$ cat config.mk
export PLATFORM = sky130hd
export DESIGN_NAME = os_uart_rx
export DESIGN_NICKNAME = d
export VERILOG_FILES = /design/src/rtl/os_uart_rx_pkg.sv /design/src/rtl/os_uart_rx_sync.sv /design/src/rtl/os_uart_rx_sampler.sv /design/src/rtl/os_uart_rx_framer.sv /design/src/rtl/os_uart_rx.sv
export SDC_FILE = /design/constraint.sdc
export NUM_CORES = 1
export LEC_CHECK = 0
export ABC_AREA = 0
export BUFFER_PORTS_ARGS = -buffer_cell sky130_fd_sc_hd__buf_2
export CAP_MARGIN = 20
export CELL_PAD_IN_SITES_DETAIL_PLACEMENT = 0
export CELL_PAD_IN_SITES_GLOBAL_PLACEMENT = 1
export CORE_MARGIN = 2
export CORE_UTILIZATION = 37
export CTS_CLUSTER_DIAMETER = 100
export DETAILED_ROUTE_END_ITERATION = 12
export GPL_TIMING_DRIVEN = 0
export PLACE_DENSITY = 0.79
export SLEW_MARGIN = 20
export SYNTH_ARGS = -nofsm -noshare
export SYNTH_HDL_FRONTEND = slang
export SYNTH_SLANG_ARGS = --single-unit
$ cat constraint.sdc
create_clock -name clk -period 1.4 [get_ports clk]
set_clock_uncertainty 0.05 [all_clocks]
set_input_delay 0.07 -clock clk [delete_from_list [all_inputs] [get_ports clk]]
set_output_delay 0.07 -clock clk [all_outputs]
set_load 0.005 [all_outputs]
$ cat src/rtl/os_uart_rx_pkg.sv
package os_uart_rx_pkg;
  typedef enum logic [2:0] {
    ST_IDLE,
    ST_START,
    ST_DATA,
    ST_PAR,
    ST_STOP
  } rx_state_e;

  typedef struct packed {
    logic noise;
    logic parity;
    logic frame;
  } rx_err_t;
endpackage

$ cat src/rtl/os_uart_rx_sync.sv
module os_uart_rx_sync #(
  parameter int   STAGES  = 2,
  parameter logic RST_VAL = 1'b0
) (
  input  logic clk,
  input  logic rst_n,
  input  logic d,
  output logic q
);
  logic [STAGES-1:0] sh_q, sh_d;

  always_comb sh_d = {sh_q[STAGES-2:0], d};

  always_ff @(posedge clk or negedge rst_n) begin
    if (!rst_n) sh_q <= {STAGES{RST_VAL}};
    else        sh_q <= sh_d;
  end

  assign q = sh_q[STAGES-1];
endmodule

$ cat src/rtl/os_uart_rx_sampler.sv
module os_uart_rx_sampler #(
  parameter int CNT_W = 5
) (
  input  logic clk,
  input  logic rst_n,
  input  logic tick,
  input  logic ovs8,
  input  logic rx,
  input  logic active,
  output logic start_seen,
  output logic bit_done,
  output logic bit_val,
  output logic bit_noise
);
  localparam logic [CNT_W-1:0] LEN16 = CNT_W'(16);
  localparam logic [CNT_W-1:0] LEN8  = CNT_W'(8);
  localparam logic [CNT_W-1:0] MID16 = CNT_W'(9);
  localparam logic [CNT_W-1:0] MID8  = CNT_W'(4);

  logic [CNT_W-1:0] cnt_q, cnt_d, cur, len, pos_first, pos_last;
  logic [1:0]       smp_q, smp_d;

  always_comb begin
    len       = ovs8 ? LEN8 : LEN16;
    pos_first = (ovs8 ? MID8 : MID16) - CNT_W'(1);
    pos_last  = (ovs8 ? MID8 : MID16) + CNT_W'(1);
    cur       = (cnt_q >= len) ? CNT_W'(1) : cnt_q + CNT_W'(1);
    start_seen = tick && !active && !rx;
    bit_done   = tick && active && (cur == pos_last);
    bit_val    = (smp_q[1] & smp_q[0]) | (smp_q[1] & rx) | (smp_q[0] & rx);
    bit_noise  = !((smp_q[1] == smp_q[0]) && (smp_q[0] == rx));
  end

  always_comb begin
    cnt_d = cnt_q;
    smp_d = smp_q;
    if (tick) begin
      if (!active) begin
        cnt_d = start_seen ? CNT_W'(1) : '0;
      end else begin
        cnt_d = cur;
        if (cur >= pos_first && cur < pos_last) smp_d = {smp_q[0], rx};
      end
    end
  end

  always_ff @(posedge clk or negedge rst_n) begin
    if (!rst_n) begin
      cnt_q <= '0;
      smp_q <= 2'b11;
    end else begin
      cnt_q <= cnt_d;
      smp_q <= smp_d;
    end
  end

  p_cnt_bound_r2: assert property (@(posedge clk) disable iff (!rst_n)
    cnt_q <= LEN16);
  p_vote_single_r3: assert property (@(posedge clk) disable iff (!rst_n)
    bit_done |=> !bit_done);
endmodule

$ cat src/rtl/os_uart_rx_framer.sv
module os_uart_rx_framer
  import os_uart_rx_pkg::*;
#(
  parameter int DATA_W = 9,
  localparam int IDX_W = $clog2(DATA_W)
) (
  input  logic              clk,
  input  logic              rst_n,
  input  logic              rx_en,
  input  logic              wl,
  input  logic              pen,
  input  logic              podd,
  input  logic              start_seen,
  input  logic              bit_done,
  input  logic              bit_val,
  input  logic              bit_noise,
  output logic              active,
  output logic              fr_done,
  output logic [DATA_W-1:0] fr_data,
  output rx_err_t           fr_err
);
  rx_state_e         state_q, state_d;
  logic [IDX_W-1:0]  idx_q, idx_d, last_idx;
  logic [DATA_W-1:0] shf_q, shf_d;
  logic              noise_q, noise_d, par_q, par_d, done_q, done_d;
  rx_err_t           err_q, err_d;

  always_comb begin
    last_idx = wl ? IDX_W'(DATA_W-1) : IDX_W'(DATA_W-2);
    state_d  = state_q;
    idx_d    = idx_q;
    shf_d    = shf_q;
    noise_d  = noise_q;
    par_d    = par_q;
    err_d    = err_q;
    done_d   = 1'b0;
    if (!rx_en) begin
      state_d = ST_IDLE;
    end else begin
      unique case (state_q)
        ST_IDLE:  if (start_seen) state_d = ST_START;
        ST_START: if (bit_done) begin
          if (bit_val) begin
            state_d = ST_IDLE;
          end else begin
            state_d = ST_DATA;
            idx_d   = '0;
            shf_d   = '0;
            par_d   = 1'b0;
            noise_d = bit_noise;
          end
        end
        ST_DATA: if (bit_done) begin
          shf_d[idx_q] = bit_val;
          par_d   = par_q ^ bit_val;
          noise_d = noise_q | bit_noise;
          idx_d   = idx_q + IDX_W'(1);
          if (idx_q == last_idx) state_d = pen ? ST_PAR : ST_STOP;
        end
        ST_PAR: if (bit_done) begin
          par_d   = par_q ^ bit_val;
          noise_d = noise_q | bit_noise;
          state_d = ST_STOP;
        end
        ST_STOP: if (bit_done) begin
          done_d       = 1'b1;
          err_d.frame  = !bit_val;
          err_d.noise  = noise_q | bit_noise;
          err_d.parity = pen && (par_q != podd);
          state_d      = ST_IDLE;
        end
        default: state_d = ST_IDLE;
      endcase
    end
  end

  always_ff @(posedge clk or negedge rst_n) begin
    if (!rst_n) begin
      state_q <= ST_IDLE;
      idx_q   <= '0;
      shf_q   <= '0;
      noise_q <= 1'b0;
      par_q   <= 1'b0;
      done_q  <= 1'b0;
      err_q   <= '0;
    end else begin
      state_q <= state_d;
      idx_q   <= idx_d;
      shf_q   <= shf_d;
      noise_q <= noise_d;
      par_q   <= par_d;
      done_q  <= done_d;
      err_q   <= err_d;
    end
  end

  assign active  = (state_q != ST_IDLE);
  assign fr_done = done_q;
  assign fr_data = shf_q;
  assign fr_err  = err_q;

  p_false_start_r10: assert property (@(posedge clk) disable iff (!rst_n)
    (rx_en && state_q == ST_START && bit_done && bit_val) |=> (state_q == ST_IDLE && !done_q));
  p_abandon_r11: assert property (@(posedge clk) disable iff (!rst_n)
    !rx_en |=> (state_q == ST_IDLE && !done_q));
endmodule

$ cat src/rtl/os_uart_rx.sv
module os_uart_rx
  import os_uart_rx_pkg::*;
#(
  parameter int DATA_W = 9,
  parameter int CNT_W  = 5
) (
  input  logic              clk,
  input  logic              rst_n,
  input  logic              os_tick,
  input  logic              rx,
  input  logic              rx_en,
  input  logic              ovs8,
  input  logic              wl,
  input  logic              pen,
  input  logic              podd,
  input  logic              rd,
  output logic [DATA_W-1:0] rx_data,
  output logic              rbne,
  output logic              err_noise,
  output logic              err_parity,
  output logic              err_frame,
  output logic              err_overrun
);
  logic rst_s_n, rx_s;
  logic start_seen, bit_done, bit_val, bit_noise, active, fr_done;
  logic [DATA_W-1:0] fr_data, data_q, data_d;
  rx_err_t fr_err, err_q, err_d;
  logic rbne_q, rbne_d, ovr_q, ovr_d, take, lose;

  os_uart_rx_sync #(.STAGES(2), .RST_VAL(1'b0)) i_rst_sync (
    .clk(clk), .rst_n(rst_n), .d(1'b1), .q(rst_s_n));

  os_uart_rx_sync #(.STAGES(2), .RST_VAL(1'b1)) i_rx_sync (
    .clk(clk), .rst_n(rst_s_n), .d(rx), .q(rx_s));

  os_uart_rx_sampler #(.CNT_W(CNT_W)) i_sampler (
    .clk(clk), .rst_n(rst_s_n), .tick(os_tick), .ovs8(ovs8), .rx(rx_s),
    .active(active), .start_seen(start_seen), .bit_done(bit_done),
    .bit_val(bit_val), .bit_noise(bit_noise));

  os_uart_rx_framer #(.DATA_W(DATA_W)) i_framer (
    .clk(clk), .rst_n(rst_s_n), .rx_en(rx_en), .wl(wl), .pen(pen),
    .podd(podd), .start_seen(start_seen), .bit_done(bit_done),
    .bit_val(bit_val), .bit_noise(bit_noise), .active(active),
    .fr_done(fr_done), .fr_data(fr_data), .fr_err(fr_err));

  always_comb begin
    take   = fr_done && (!rbne_q || rd);
    lose   = fr_done && rbne_q && !rd;
    data_d = take ? fr_data : data_q;
    err_d  = take ? fr_err : err_q;
    rbne_d = take ? 1'b1 : (rd ? 1'b0 : rbne_q);
    ovr_d  = lose ? 1'b1 : (rd ? 1'b0 : ovr_q);
  end

  always_ff @(posedge clk or negedge rst_s_n) begin
    if (!rst_s_n) begin
      data_q <= '0;
      err_q  <= '0;
      rbne_q <= 1'b0;
      ovr_q  <= 1'b0;
    end else begin
      data_q <= data_d;
      err_q  <= err_d;
      rbne_q <= rbne_d;
      ovr_q  <= ovr_d;
    end
  end

  assign rx_data     = data_q;
  assign rbne        = rbne_q;
  assign err_noise   = err_q.noise;
  assign err_parity  = err_q.parity;
  assign err_frame   = err_q.frame;
  assign err_overrun = ovr_q;

  p_load_r7: assert property (@(posedge clk) disable iff (!rst_s_n)
    (fr_done && !rbne_q) |=> (rbne && rx_data == $past(fr_data)));
  p_read_clears_r8: assert property (@(posedge clk) disable iff (!rst_s_n)
    (rd && !fr_done) |=> (!rbne && !err_overrun));
  p_overrun_keep_r9: assert property (@(posedge clk) disable iff (!rst_s_n)
    (fr_done && rbne_q && !rd) |=> (err_overrun && $stable(rx_data)));
endmodule

; ---- Word-level counts from Yosys, hierarchy flattened
; Index checks and enable logic that the tools add are counted.
[word_totals]
word_cells = 125
out_inout_bits = 14
reg_bits = 47
[classes]
addsub = 4
bitwise_logic = 7
reduce_logical = 30
n_lt_le_gt_ge = 5
n_mux = 41
n_eq_ne = 19
[op_table]
columns = cell, count
row1 = $mux 9, 3
row2 = $mux 3, 8
row3 = $mux 4, 5
row4 = $pmux 9 s2, 1
row5 = $mux 5, 3
row6 = $ne 3x3->1 const B, 5
row7 = $pmux 3 s5, 1
row8 = $mux 1, 14
row9 = $logic_and 1x1->1, 11
row10 = $add 5x1->5 const B, 2
row11 = $ge 5x5->1, 2
row12 = $reduce_and 5->1, 2
row13 = $bwmux 9, 1
row14 = $pmux 4 s2, 1
row15 = $reduce_bool 2->1, 4
row16 = $eq 3x2->1 const B, 2
row17 = $logic_not 1->1, 6
row18 = $ne 2x2->1 const B, 3
row19 = $reduce_and 3->1, 2
row20 = $reduce_and 6->1, 1
row21 = $eq 5x5->1, 1
row22 = $lt 4x5->1 const B, 1
row23 = $lt 5x5->1, 1
row24 = $sub 5x1->5 const B, 1
row25 = other kinds (19), 25

; ---- Depth between registers and ports, before layout
; Gate-level depths: netlist of run 1.
[depth]
ltp_word = 8
mapped_depth = 13
depth_no_buf = 11

; ---- Modules after synthesis
; From an unflattened synthesis of run 1, not the netlist that was laid out.
[unflattened]
cells_unflattened = 230
hier_area_um2 = 2571.2
[modules_own_cells]
columns = mod, area_per_inst_um2, seq_area_each_um2, n_inst, cells_each
row1 = os_uart_rx_framer, 1280.0, 550.5, 1, 131
row2 = os_uart_rx_sampler, 600.6, 177.7, 1, 62
row3 = os_uart_rx, 588.1, 350.3, 1, 33
row4 = os_uart_rx_sync at i_rx_sync, 52.6, 52.6, 1, 2
row5 = os_uart_rx_sync at i_rst_sync, 50.0, 50.0, 1, 2

; ---- Worst setup path after synthesis of run 1
; Ideal clock, no wire load.
[synth_path]
kind = reg-to-reg
from = register i_sampler.cnt_q[3]
to = register i_framer.shf_q[0] (netlist: i_framer.fr_data[0])
path_stages_with_launch = 14
path_buffers = 2
arrival_time_ns = 2.763
setup_time_ns = 0.129
setup_slack_ns = -1.542
path_cell_list = dfrtp_1 -> inv_1 -> ha_1 -> and4b_4 -> or3_1 -> buf_6 -> nor2_1 -> ha_1 -> o311a_1 -> nand4b_2 -> a2111o_1 -> buf_2 -> o21ai_0 -> o21ai_0
[synth_between]
elab_chain_len = 6
[synth_rtl]
columns = element, line_no
row1 = "start, declared", os_uart_rx_sampler.sv:20  ; logic [CNT_W-1:0] cnt_q, cnt_d, cur, len, pos_first, pos_last;
row2 = "start signal, assigned", os_uart_rx_sampler.sv:52  ; cnt_q <= cnt_d;
row3 = $add 5x1->5 / $ge 5x5->1 (equally long branches), os_uart_rx_sampler.sv:27  ; cur = (cnt_q >= len) ? CNT_W'(1) : cnt_q + CNT_W'(1);
row4 = $mux 5 (*), os_uart_rx_sampler.sv:27
row5 = $eq 5x5->1 (*), os_uart_rx_sampler.sv:29  ; bit_done = tick && active && (cur == pos_last);
row6 = $logic_and 1x1->1 (*), os_uart_rx_sampler.sv:29
row7 = $ne 2x2->1 (no source line), n/a
row8 = $reduce_and 5->1 (no source line) (*), n/a
row9 = "end signal, assigned", os_uart_rx_framer.sv:81  ; shf_q <= '0;
row10 = "end signal, assigned", os_uart_rx_framer.sv:89  ; shf_q <= shf_d;
row11 = "end, declared", os_uart_rx_framer.sv:24  ; logic [DATA_W-1:0] shf_q, shf_d;
; Every way passes the cells marked *; elsewhere a longest branch is shown, timed or not.
; A chain may end at the register's enable or synchronous reset.

; ---- Final worst setup path of run 1
[layout_path]
from = register i_sampler.cnt_q[3]
to = register i_framer.shf_q[5] (netlist: i_framer.fr_data[5])
; The elaborated chain is that of the path after synthesis.

==> metrics.md, run 1 <==
| Metric | Value |
|---|---|
| Final hold viol count | 0 |
| Most common cell in the synthesized netlist | dfrtp_1 |
| Area Growth Syn to Fin | 38.51% |
| Final period util | 2.097 |
| I/O pins | 24 |
| Final ANT Viol Nets | 0 |
| Int Pwr | 2.434 mW |
| Die width | 85.75 um |
| Starting Density | 0.3850 |
| Placed insts | 331 |
| Worst Path Buf+Inv | 2 |
| Largest net degree at the start of global routing | 46 |
| DRT Pass-1 Iters | 10 |
| Comb power frac | 0.178 |
| DIE HEIGHT | 85.75 um |
| Clock sink count | 47 |
| Most used cell, CP | ha_4 |
| Worst hold path class | input pin to flop |
| Ant diodes | 0 |
| CTS clock-pin slew for the worst setup and hold paths | 0.09 ns |
| Vias per cell | 5.290 |
| Sequential fraction of the synthesis area | 0.4777 |
| Slowest stage cell, crit path | or3_4 |
| Top-area cell type share of the netlist area | 0.4352 |
| Yosys cell types | 53 |
| Overflow after GRT | 0 |
| Worst skew pair latency | 0.31 ns |
| Status | finished with violations |
| Sw power | 0.8747 mW |
| Critical path class | flop to flop |
| Non-Filler Instances | 365 |
| Crit end category | flop |
| Cells after synthesis | 233 |
| Core ar. | 6422 um^2 |
| WL final | 5680 um |
| Clock Path Buffers | 2 |
| Final setup violation count | 29 |
| Unrepaired setup endpoints after global routing | yes |
| Leakage | 1.572 nW |
| Worst-path fanout max | 4 |
| VDD IR max | 0.0004794 V |
| Number of max-cap violations | 0 |
| Async set-reset flop share out of synthesis | 1.000 |
| Layout cells sized above 1 | 0.4271 |
| DRC | 4 |
| First-pass GRT wire length | 9121 um |
| Flop and latch count out of synthesis | 47 |
| H-tree levels | 2 |
| Post-synth net total | 258 |
| Drt initial violations | 119 |
| CTS tree | done |
| Most used flip-flop cell after synthesis | dfrtp_1 |
| Hpwl dp | 3569 um |
| Final nets | 312 |
| Critical path data arrival time | 3.12 ns |
| Synth top cells by count | dfrtp_1, o21ai_0, inv_1 |
| Ranking of synthesized cells by area | dfrtp_1, ha_1, mux2_2, o21ai_0, dfstp_2 |
| Fill cells | 550 |
| Clock Tree Root | clkbuf_8 |
| Placer Congestion | 0.7757 |
| Sw frac | 0.2644 |
| TritonCTS Buffers | 5 |
| EDFF count, synth | 0 |
| Vias in the first global route | 1,886 |
| Placed cell area | 2724 um^2 |
| Wire per inst | 15.56 um |
| Worst Tran Pin Value | 0.9631 ns |
| Die area | 7352 um^2 |
| Tot GR Track Use | 0.1572 |
| Worst slack at placement | -1.763 ns |
| Routed via count | 1,931 |
| CP required | 1.59 ns |
| Tmin final | 2.936 ns |
| Cell chain of the critical path | inv_2, ha_4, and4b_4, or3_4, nor2_4, ha_4, o311a_4, nand4b_4, buf_6, a211oi_4, nand3_2, o21ai_1 |
| Post-synth design cell area | 2472 um^2 |
| Avg Cell Area, Syn | 10.61 um^2 |
| Top cell family by delay on the critical path | simple AND/OR/NAND/NOR gates |
| Power Dens Cells | 966.2 nW/um^2 |
| Slew Viols, Final | 0 |
| Worst path max stage delay | 0.41 ns |
| Post-route setup slack | -1.536 ns |
| CP Launch Type | flop |
| Overall Power | 3.309 mW |
| YS warnings | 0 |
| Max Fclk | 340.6 MHz |
| Initial antenna violation count | 0 |
| Synth area leader | dfrtp_1 |
| Post-route design area | 3425 um^2 |
| IO Port Bufs | 21 |
| Final core utilization | 0.5332 |
| Sequential Power Share | 0.452 |
| Violated checks | DRC, setup timing |
| Max-Slew Margin vs Limit | 0.3565 |
| Clock network power share | 0.370 |
| # rows | 29 |
-- per-layer routing --
layer | global-route usage | part of all wire | vias to the layer above
met3 | 0.02887 | 0.030 | 8
met1 | 0.2145 | 0.48 | 951
met2 | 0.2472 | 0.47 | 31
met4 | 0.06494 | 0.018 | 0
met5 | 0 | 0 | -
li1 | - | - | 941
-- metrics by stage --
step                      setup TNS, ns  hold slack [ns]
after floorplan                  -32.70          -0.2756
after global placement           -40.39          -0.1934
after detailed placement         -39.74          -0.1917
after CTS                        -38.00         0.006089
after global routing             -40.25          0.04837
final                            -37.37          0.01262
-- worst register-to-register path, stage by stage (launching register included) --
cell and delay (ns):
dfrtp_1 0.40, inv_2 0.08, ha_4 0.19, and4b_4 0.18, or3_4 0.41, nor2_4 0.15, ha_4 0.15, o311a_4 0.22
nand4b_4 0.14, buf_6 0.16, a211oi_4 0.34, nand3_2 0.18, o21ai_1 0.20
-- layout by cell type (no fill, tap or decap), drive strengths merged, types with 2 or more instances in the layout --
master / count
buf: 45
dfrtp: 43
o21ai: 23
inv: 20
mux2: 16
ha: 15
a21oi: 13
nand2: 13
nor2: 10
nand3: 10
clkbuf: 10
nand2b: 8
dlygate4sd3: 5
nor2b: 4
mux2i: 4
dfstp: 4
a211oi: 4
xnor2: 3
nor3: 3
or3: 3
nor3b: 2
o31ai: 2
o22ai: 2
bufinv: 2
o2111ai: 2
o32ai: 2
-- final cells by class --
| type | instances | area (um^2) | area share |
|---|---|---|---|
| clock buffer | 5 | 68.82 | 0.02010 |
| buffer | 7 | 47.55 | 0.01388 |
| sequential | 47 | 1185 | 0.3460 |
| multi-input combinational | 159 | 1513 | 0.4417 |
| timing repair buffer | 48 | 371.6 | 0.1085 |
| inverter | 19 | 71.32 | 0.02083 |
| clock inverter | 3 | 71.32 | 0.02083 |
| tap | 77 | 96.34 | 0.02813 |
-- kinds of logic after synthesis --
kind of cell               Yosys count  synth area share
xor gates and xnor gates             4           0.01417
DFF                                 47            0.4777
and+or+nand+nor                     58            0.1371
other                                1          0.001517
adders and majority gates           15           0.07591
buffers and inverters               27           0.04503
muxes                               20           0.08907
AOI/OAI and AO/OA                   61            0.1594
-- power by group through the flow --
stage | registers [mW] | clock network (mW) | logic (mW)
after floorplan | 1.50 | 0 | 0.309
after detailed placement | 1.52 | 0 | 0.396
after global routing | 1.51 | 1.29 | 0.637
after CTS | 1.50 | 1.25 | 0.506
after global placement | 1.52 | 0 | 0.385
final | 1.50 | 1.22 | 0.588
-- registers in the layout (all words and copies together) (netlist names), 2 cells and up --
| signal | cells |
|---|---|
| i_rx_sync.sh_q | 2 |
| i_framer.fr_data | 9 |
| i_rst_sync.sh_q | 2 |
| i_sampler.smp_q | 2 |
| i_sampler.cnt_q | 5 |
| i_framer.state_q | 3 |
| rx_data | 9 |
| i_framer.idx_q | 4 |
| i_framer.fr_err | 3 |
-- final timing paths --
check | from | end | slack [ns] | depth (start not counted)
max | i_sampler.cnt_q[3]$_DFFE_PN0P_ | i_framer.fr_data[5]$_DFFE_PN0P_ | -1.54 | 12
max in group asynchronous | i_rst_sync.sh_q[1]$_DFF_PN0_ | i_framer.par_q$_DFFE_PN0P_ | 0.60 | 0
min in group asynchronous | i_rst_sync.sh_q[1]$_DFF_PN0_ | i_framer.state_q[1]$_DFFE_PN0P_ | 0.28 | 0
min | podd | i_framer.fr_err[1]$_DFFE_PN0P_ | 0.01 | 4
min reg2reg | i_rst_sync.sh_q[1]$_DFF_PN0_ | i_framer.state_q[1]$_DFFE_PN0P_ | 0.28 | 0
max reg2reg | i_sampler.cnt_q[3]$_DFFE_PN0P_ | i_framer.fr_data[5]$_DFFE_PN0P_ | -1.54 | 12
-- repair_timing --
action	4_1_cts	5_1_grt
hold buffers	5	0
gates resized for setup	34	36
endpoints found under the hold margin	6	0
cloned	1	0
setup buffers	12	10
endpoints found under the setup margin	32	37
pin swaps	11	16
Note: power is estimated with default switching activity, not from simulation.
==> run 2: changes to the inputs <==
- PLACE_DENSITY: 0.79 -> 0.78
- SYNTH_HIERARCHICAL: not set -> 1
==> run 2 against run 1 <==
Effect of this change: count of clock-buffer cells in the layout increased by 1; cell count grew 0.82%; non-clock buffer count up 5; cell area fell by 3.8%; the flow finishes with violations (setup timing); critical endpoint is now i_framer/fr_data[3]$_DFFE_PN0P_; synthesized area increased by 4.0%; wire length decreased by 12%; register-to-register slack got worse by 0.02 ns; global-route usage is 1.4 points lower; combinational power decreased by 19%.
==> metrics.md, run 2 <==
| Metric | Value |
|---|---|
| Leakage | 1.668 nW (+6.1%) |
| Max Fclk | 338.6 MHz (-0.59%) |
| Hpwl dp | 3380 um (-5.3%) |
| Clock Path Buffers | 2 (unchanged) |
| Worst Tran Pin Value | 0.5101 ns (-0.4531 ns) |
| CTS clock-pin slew for the worst setup and hold paths | 0.08 ns (about the same) |
| Synth top cells by count | dfrtp_1, ha_1, nor2_1 |
| Cells after synthesis | 230 (-1.3%) |
| RR Endpoint | i_framer/fr_data[3]$_DFFE_PN0P_ |
| Area Growth Syn to Fin | 28.13% |
| Tot GR Track Use | 0.1429 (-0.01429) |
| Tmin final | 2.954 ns (+0.01753 ns) |
| Post-synth design cell area | 2571 um^2 (+4.0%) |
| Layout cells sized above 1 | 0.3958 (-0.03125) |
| Post-synth net total | 255 (-1.2%) |
| TritonCTS Buffers | 5 (unchanged) |
| Status | finished with violations |
| I/O pins | 24 (unchanged) |
| Ranking of synthesized cells by area | dfrtp_1, ha_1, mux2_4, mux2i_1, dfstp_2 |
| Post-route setup slack | -1.554 ns (-0.01753 ns) |
| Reg-to-reg slack, setup | -1.55 ns (-0.02 ns) |
| CP required | 1.54 ns (-0.05 ns) |
| Final period util | 2.110 (+0.01252) |
| Clock sink count | 47 (unchanged) |
| Async set-reset flop share out of synthesis | 1.000 (unchanged) |
| Critical path data arrival time | 3.09 ns (-0.03 ns) |
| Unrepaired setup endpoints after global routing | yes |
| Vias per cell | 5.016 (-5.2%) |
| Overflow after GRT | 0 (unchanged) |
| Ant diodes | 0 (unchanged) |
| Worst skew pair latency | 0.29 ns (-0.02 ns) |
| Die width | 87.36 um (+1.9%) |
| Critical path class | flop to flop |
| Worst-case reg-to-reg path depth | 15 (+3) |
| Most used flip-flop cell after synthesis | dfrtp_1 |
| Initial antenna violation count | 0 (unchanged) |
| Avg Cell Area, Syn | 11.18 um^2 (+5.4%) |
| CTS tree | done |
| Flop and latch count out of synthesis | 47 (unchanged) |
| Sequential fraction of the synthesis area | 0.4594 (-0.01837) |
| Worst Setup SP | i_sampler/cnt_q[3]$_DFFE_PN0P_ |
| Placed cell area | 2786 um^2 (+2.3%) |
| Worst hold path class | input pin to asynchronous set/reset pin |
| Most common cell in the synthesized netlist | dfrtp_1 |
| DIE HEIGHT | 87.36 um (+1.9%) |
| Synth area leader | dfrtp_1 |
| Largest net degree at the start of global routing | 46 (unchanged) |
| Worst r2r src | i_sampler/cnt_q[3]$_DFFE_PN0P_ |
| Core ar. | 6756 um^2 (+5.2%) |
| Max-Slew Margin vs Limit | 0.6600 (+0.3034) |
| Fill cells | 599 (+8.9%) |
| Multi-input logic area | 1341 um^2 (-11%) |
| Overall Power | 3.089 mW (-6.6%) |
| First-pass GRT wire length | 8700 um (-4.6%) |
| Final nets | 312 (unchanged) |
| EDFF count, synth | 0 (unchanged) |
| Most frequent cells in the layout | dfrtp_1, buf_2, nor2_1 |
| WL final | 5000 um (-12%) |
| Yosys cell types | 55 (+3.8%) |
| Register area | 1182 um^2 (-0.21%) |
| H-tree levels | 2 (unchanged) |
| IO Port Bufs | 22 (+4.8%) |
| YS warnings | 6 (+6) |
| CP Launch Type | flop |
| Number of max-cap violations | 0 (unchanged) |
| Commonest non-fill, non-tap cell in the layout | dfrtp_1 |
| Vias in the first global route | 1,830 (-3.0%) |
| # rows | 30 (+3.4%) |
| DRT Pass-1 Iters | 4 (-6) |
| Power Dens Cells | 937.6 nW/um^2 (-3.0%) |
| DRC | 0 (-4) |
| VDD IR max | 0.0004244 V (-11%) |
| Drt initial violations | 70 (-41%) |
| Violated checks | setup timing |
| Worst setup path end | i_framer/fr_data[3]$_DFFE_PN0P_ |
| Final setup violation count | 29 (unchanged) |
| Crit end category | flop |
| Post-route design area | 3294 um^2 (-3.8%) |
| Die area | 7632 um^2 (+3.8%) |
| Top-area cell type share of the netlist area | 0.4185 (-0.01673) |
| Starting Density | 0.3806 (-0.004404) |
| Slew Viols, Final | 0 (unchanged) |
| Final ANT Viol Nets | 0 (unchanged) |
| Wire per inst | 13.59 um (-13%) |
| Final hold viol count | 0 (unchanged) |
| Clock Tree Root | clkbuf_8 |
| Placer Congestion | 0.8019 (+3.4%) |
| Routed via count | 1,846 (-4.4%) |
| Worst-path fanout max | 5 (+1) |
## run 2: changes by cell type after synthesis, moves of 5 or more
cell and delta:
inv_1 -5, nand2b_1 -5, nor2_1 +6, a21oi_1 -6, o21ai_0 -10, mux2i_1 +7
mux2_2 -8, nand4_1 +10, mux2_4 +11
## run 2: cells by family (layout without fill, tap and decap cells)
| logic type | Yosys count | in the layout | share of synthesized area |
|---|---|---|---|
| xor+xnor | 6 | 6 | 0.02044 |
| other cells | 1 | 1 | 0.001458 |
| flops | 47 | 47 | 0.4594 |
| compound gates | 31 | 31 | 0.07835 |
| buf+inv | 25 | 83 | 0.05693 |
| mux | 28 | 28 | 0.1333 |
| fa+ha+maj | 15 | 15 | 0.07299 |
| simple gates | 77 | 77 | 0.1771 |
## run 2: through the flow
step | setup TNS [ns] | worst slack (ns) | hold WS, ns | utilization | instances
global route | -39.07 | -1.704 | 0.02285 | 0.4876 | 368
floorplan | -27.77 | -1.378 | -0.2756 | - | 230
global placement | -35.54 | -1.677 | -0.1903 | 0.4124 | 332
detailed placement | -36.58 | -1.712 | -0.1900 | 0.4124 | 332
finish | -35.21 | -1.554 | 0.01704 | 0.4876 | 368
CTS | -36.39 | -1.585 | 0.0009873 | 0.4717 | 364
## run 2: critical path, stage by stage (launching register included)
cell	delay (ns)
dfrtp_1	0.40
inv_2	0.10
ha_4	0.19
and4b_2	0.26
nor3_4	0.17
nand2b_1	0.13
inv_2	0.08
ha_4	0.12
nand3_2	0.07
a21oi_2	0.15
and4b_2	0.28
and3b_1	0.19
buf_6	0.12
o21a_1	0.15
nand3_2	0.08
mux2_4	0.30
## run 2: power breakdown
| part | switching (mW) | internal (mW) | total, mW |
|---|---|---|---|
| sequential | 0.0426 | 1.42 | 1.46 |
| clock | 0.443 | 0.713 | 1.16 |
| combinational | 0.262 | 0.212 | 0.474 |
## run 2: worst min path at each step
stage,to,from,cells past startpoint,slack (ns)
3_3_place_gp,i_rst_sync/sh_q[0]$_DFF_PN0_,rst_n,1,-0.19
4_1_cts,i_framer/fr_err[1]$_DFFE_PN0P_,podd,4,0.001
5_1_grt,i_framer/state_q[0]$_DFFE_PN0P_,rx_en,3,0.02
3_5_place_dp,i_rst_sync/sh_q[0]$_DFF_PN0_,rst_n,1,-0.19
6_report,i_rst_sync/sh_q[1]$_DFF_PN0_,rst_n,2,0.02
2_1_floorplan,i_rst_sync/sh_q[0]$_DFF_PN0_,rst_n,0,-0.28
## run 2: timing repair
action	4_1_cts	5_1_grt
endpoints found under the setup margin	29	29
endpoints found under the hold margin	5	0
gates resized for setup	21	13
pin swaps	5	7
hold buffers	4	0
setup buffers	21	5
## run 2: cell type report
| class | instances | share of cell area |
|---|---|---|
| repair buffers | 50 | 0.1177 |
| clock inverters | 2 | 0.01823 |
| inverters | 15 | 0.01709 |
| well taps | 80 | 0.03038 |
| clock buffers | 6 | 0.02203 |
| plain buffers | 10 | 0.02848 |
| multi-input cells | 158 | 0.4071 |
| flip-flops and latches | 47 | 0.3589 |
## run 2: routing by layer
layer	share of wire	vias to the layer above	track usage
met1	0.51	890	0.2028
met3	0.030	5	0.02559
met5	0	-	0
met4	0.0096	0	0.03776
met2	0.45	29	0.2252
li1	-	922	-
==> run 3: changes to the inputs <==
- CORE_UTILIZATION: 37 -> 42
- CTS_CLUSTER_DIAMETER: 100 -> 120
- PLACE_DENSITY: 0.78 -> 0.86
==> run 3 against run 2 <==
Effect of this change: the flow still finishes with violations (setup timing); power fell by 3.6%; sequential power barely moved; clock power fell by 12%; critical path type unchanged; largest cell class unchanged; largest power group unchanged.
==> metrics.md, run 3 (synthesized netlist as in run 2, its figures left out) <==
| Metric | Value |
|---|---|
| VDD IR max | 0.0004425 V (+4.3%) |
| Routed via count | 1,874 (+1.5%) |
| Vias in the first global route | 1,894 (+3.5%) |
| Tot GR Track Use | 0.1645 (+0.02157) |
| Layout cells sized above 1 | 0.4064 (+0.01053) |
| WHS Endpoint | i_framer/state_q[1]$_DFFE_PN0P_ |
| Largest net degree at the start of global routing | 46 (unchanged) |
| Overflow after GRT | 0 (unchanged) |
| Most used cell, CP | nand3_2 |
| Post-route setup slack | -1.590 ns (-0.03591 ns) |
| I/O pins | 24 (unchanged) |
| Placer Congestion | 0.7792 (-2.8%) |
| Die area | 6763 um^2 (-11%) |
| Non-Filler Instances | 358 (-2.7%) |
| Cell chain of the critical path | inv_1, ha_1, and4b_2, nor3_4, nand2b_1, inv_2, ha_4, nand3_2, a21oi_2, and4b_1, and3b_1, buf_6, o21a_1, nand3_2, mux2_4 |
| CP Launch Type | flop |
| CTS tree | done |
| IO Port Bufs | 22 (unchanged) |
| Worst Path Buf+Inv | 3 (unchanged) |
| Clock Tree Root | clkbuf_8 |
| Critical path data arrival time | 3.14 ns (+0.05 ns) |
| Hold WS | 0.01447 ns (-0.002569 ns) |
| Power Dens Cells | 915.3 nW/um^2 (-2.4%) |
| Starting Density | 0.4343 (+0.05372) |
| Leakage | 1.634 nW (-2.0%) |
| Area Growth Syn to Fin | 26.47% |
| Slew Viols, Final | 0 (unchanged) |
| Ant diodes | 0 (unchanged) |
| Final hold viol count | 0 (unchanged) |
| Final setup violation count | 29 (unchanged) |
| Hpwl dp | 3331 um (-1.5%) |
| Unrepaired setup endpoints after global routing | yes |
| Drt initial violations | 94 (+34%) |
| Wire per inst | 14.72 um (+8.4%) |
| Final ANT Viol Nets | 0 (unchanged) |
| Worst-case reg-to-reg path depth | 15 (unchanged) |
| Final period util | 2.135 (+0.02565) |
| Worst hold path class | input pin to flop |
| Critical path class | flop to flop |
| Worst skew pair latency | 0.31 ns (+0.02 ns) |
| Clock Path Buffers | 2 (unchanged) |
| Commonest non-fill, non-tap cell in the layout | dfrtp_1 |
| Max Fclk | 334.5 MHz (-1.2%) |
| Number of max-cap violations | 0 (unchanged) |
| Reg-to-reg slack, setup | -1.59 ns (-0.04 ns) |
| First-pass GRT wire length | 8583 um (-1.3%) |
| RR Endpoint | i_framer/fr_data[3]$_DFFE_PN0P_ |
| # rows | 28 (-6.7%) |
| Violated checks | setup timing |
| Die width | 82.24 um (-5.9%) |
| CTS clock-pin slew for the worst setup and hold paths | 0.09 ns (about the same) |
| Worst Setup SP | i_sampler/cnt_q[0]$_DFFE_PN0P_ |
| Vias per cell | 5.235 (+4.4%) |
| Overall Power | 2.976 mW (-3.6%) |
| Crit end category | flop |
| CP required | 1.55 ns (about the same) |
| Hold Path Depth | 3 |
| Placed insts | 327 (-1.5%) |
| Final nets | 307 (-1.6%) |
| DRC | 0 (unchanged) |
| DRT Pass-1 Iters | 4 (unchanged) |
| Top cell family by delay on the critical path | simple AND/OR/NAND/NOR gates |
| Min-delay src | rx_en |
| Worst-path fanout max | 6 (+1) |
| Worst r2r src | i_sampler/cnt_q[0]$_DFFE_PN0P_ |
| Worst slack at placement | -1.679 ns (+0.03360 ns) |
| Initial antenna violation count | 0 (unchanged) |
| Max-Slew Margin vs Limit | 0.3735 (-0.2864) |
| Most frequent cells in the layout | dfrtp_1, buf_2, nor2_1 |
| Core ar. | 5921 um^2 (-12%) |
| Worst path max stage delay | 0.39 ns (about the same) |
| WL final | 5271 um (+5.4%) |
| Worst Tran Pin Value | 0.9397 ns (+0.4296 ns) |
| TritonCTS Buffers | 5 (unchanged) |
| H-tree levels | 2 (unchanged) |
| Clock sink count | 47 (unchanged) |
| Total negative slack | -35.11 ns (+0.09440 ns) |
| DIE HEIGHT | 82.24 um (-5.9%) |
| Slowest stage cell, crit path | dfrtp_1 |
| Status | finished with violations |
| Tmin final | 2.990 ns (+0.03591 ns) |
run 3: worst max-delay path by stage:
stage | endpoint | depth (start not counted) | slack (ns)
finish | i_framer/fr_data[3]$_DFFE_PN0P_ | 15 | -1.59
global route | i_framer/state_q[0]$_DFFE_PN0P_ | 15 | -1.75
CTS | i_framer/state_q[0]$_DFFE_PN0P_ | 14 | -1.54
detailed placement | i_framer/fr_data[8]$_DFFE_PN0P_ | 16 | -1.68
global placement | i_framer/fr_data[8]$_DFFE_PN0P_ | 16 | -1.65
floorplan | i_framer/fr_data[3]$_DFFE_PN0P_ | 15 | -1.38
run 3: repair_timing:
action / CTS / global route
hold buffers: 5 / 0
endpoints found under the hold margin: 6 / 0
buffers inserted: 20 / 8
setup endpoints to repair: 29 / 29
gates resized for setup: 12 / 26
pin swaps: 4 / 9
cloned: 0 / 1
run 3: area by class of cell:
type / instances / area (um^2)
Multi-Input combinational cell: 158 / 1378
Clock buffer: 5 / 68.82
Tap cell: 75 / 93.84
Inverter: 15 / 56.30
Clock inverter: 3 / 47.55
Fill cell: 511 / 2669
Timing Repair Buffer: 45 / 327.8
Sequential cell: 47 / 1182
Buffer: 10 / 97.59
run 3: power breakdown:
group,switching [mW],total [mW],internal (mW)
clock,0.477,1.02,0.541
sequential,0.0515,1.47,1.42
combinational,0.275,0.492,0.216
total,0.803,2.98,2.17
run 3: worst min-delay path: cells and delay by family:
family	cells	cell delay (ns)
buf+inv	1	0.14
simple gates	1	0.07
mux	1	0.06
run 3: metal layers:
metal  vias to the layer above  track usage  part of all wire
met2                        39       0.2806              0.49
met1                       922       0.2099              0.46
li1                        906            -                 -
met4                         0      0.05333             0.014
met3                         7      0.03043             0.033
met5                         -            0                 0
run 3: per-stage QoR:
step | cell area (um^2) | util
after detailed placement | 2780 | 0.4696
after global routing | 3252 | 0.5492
after global placement | 2780 | 0.4696
after floorplan | 2576 | -
final | 3252 | 0.5492
after CTS | 3126 | 0.5279
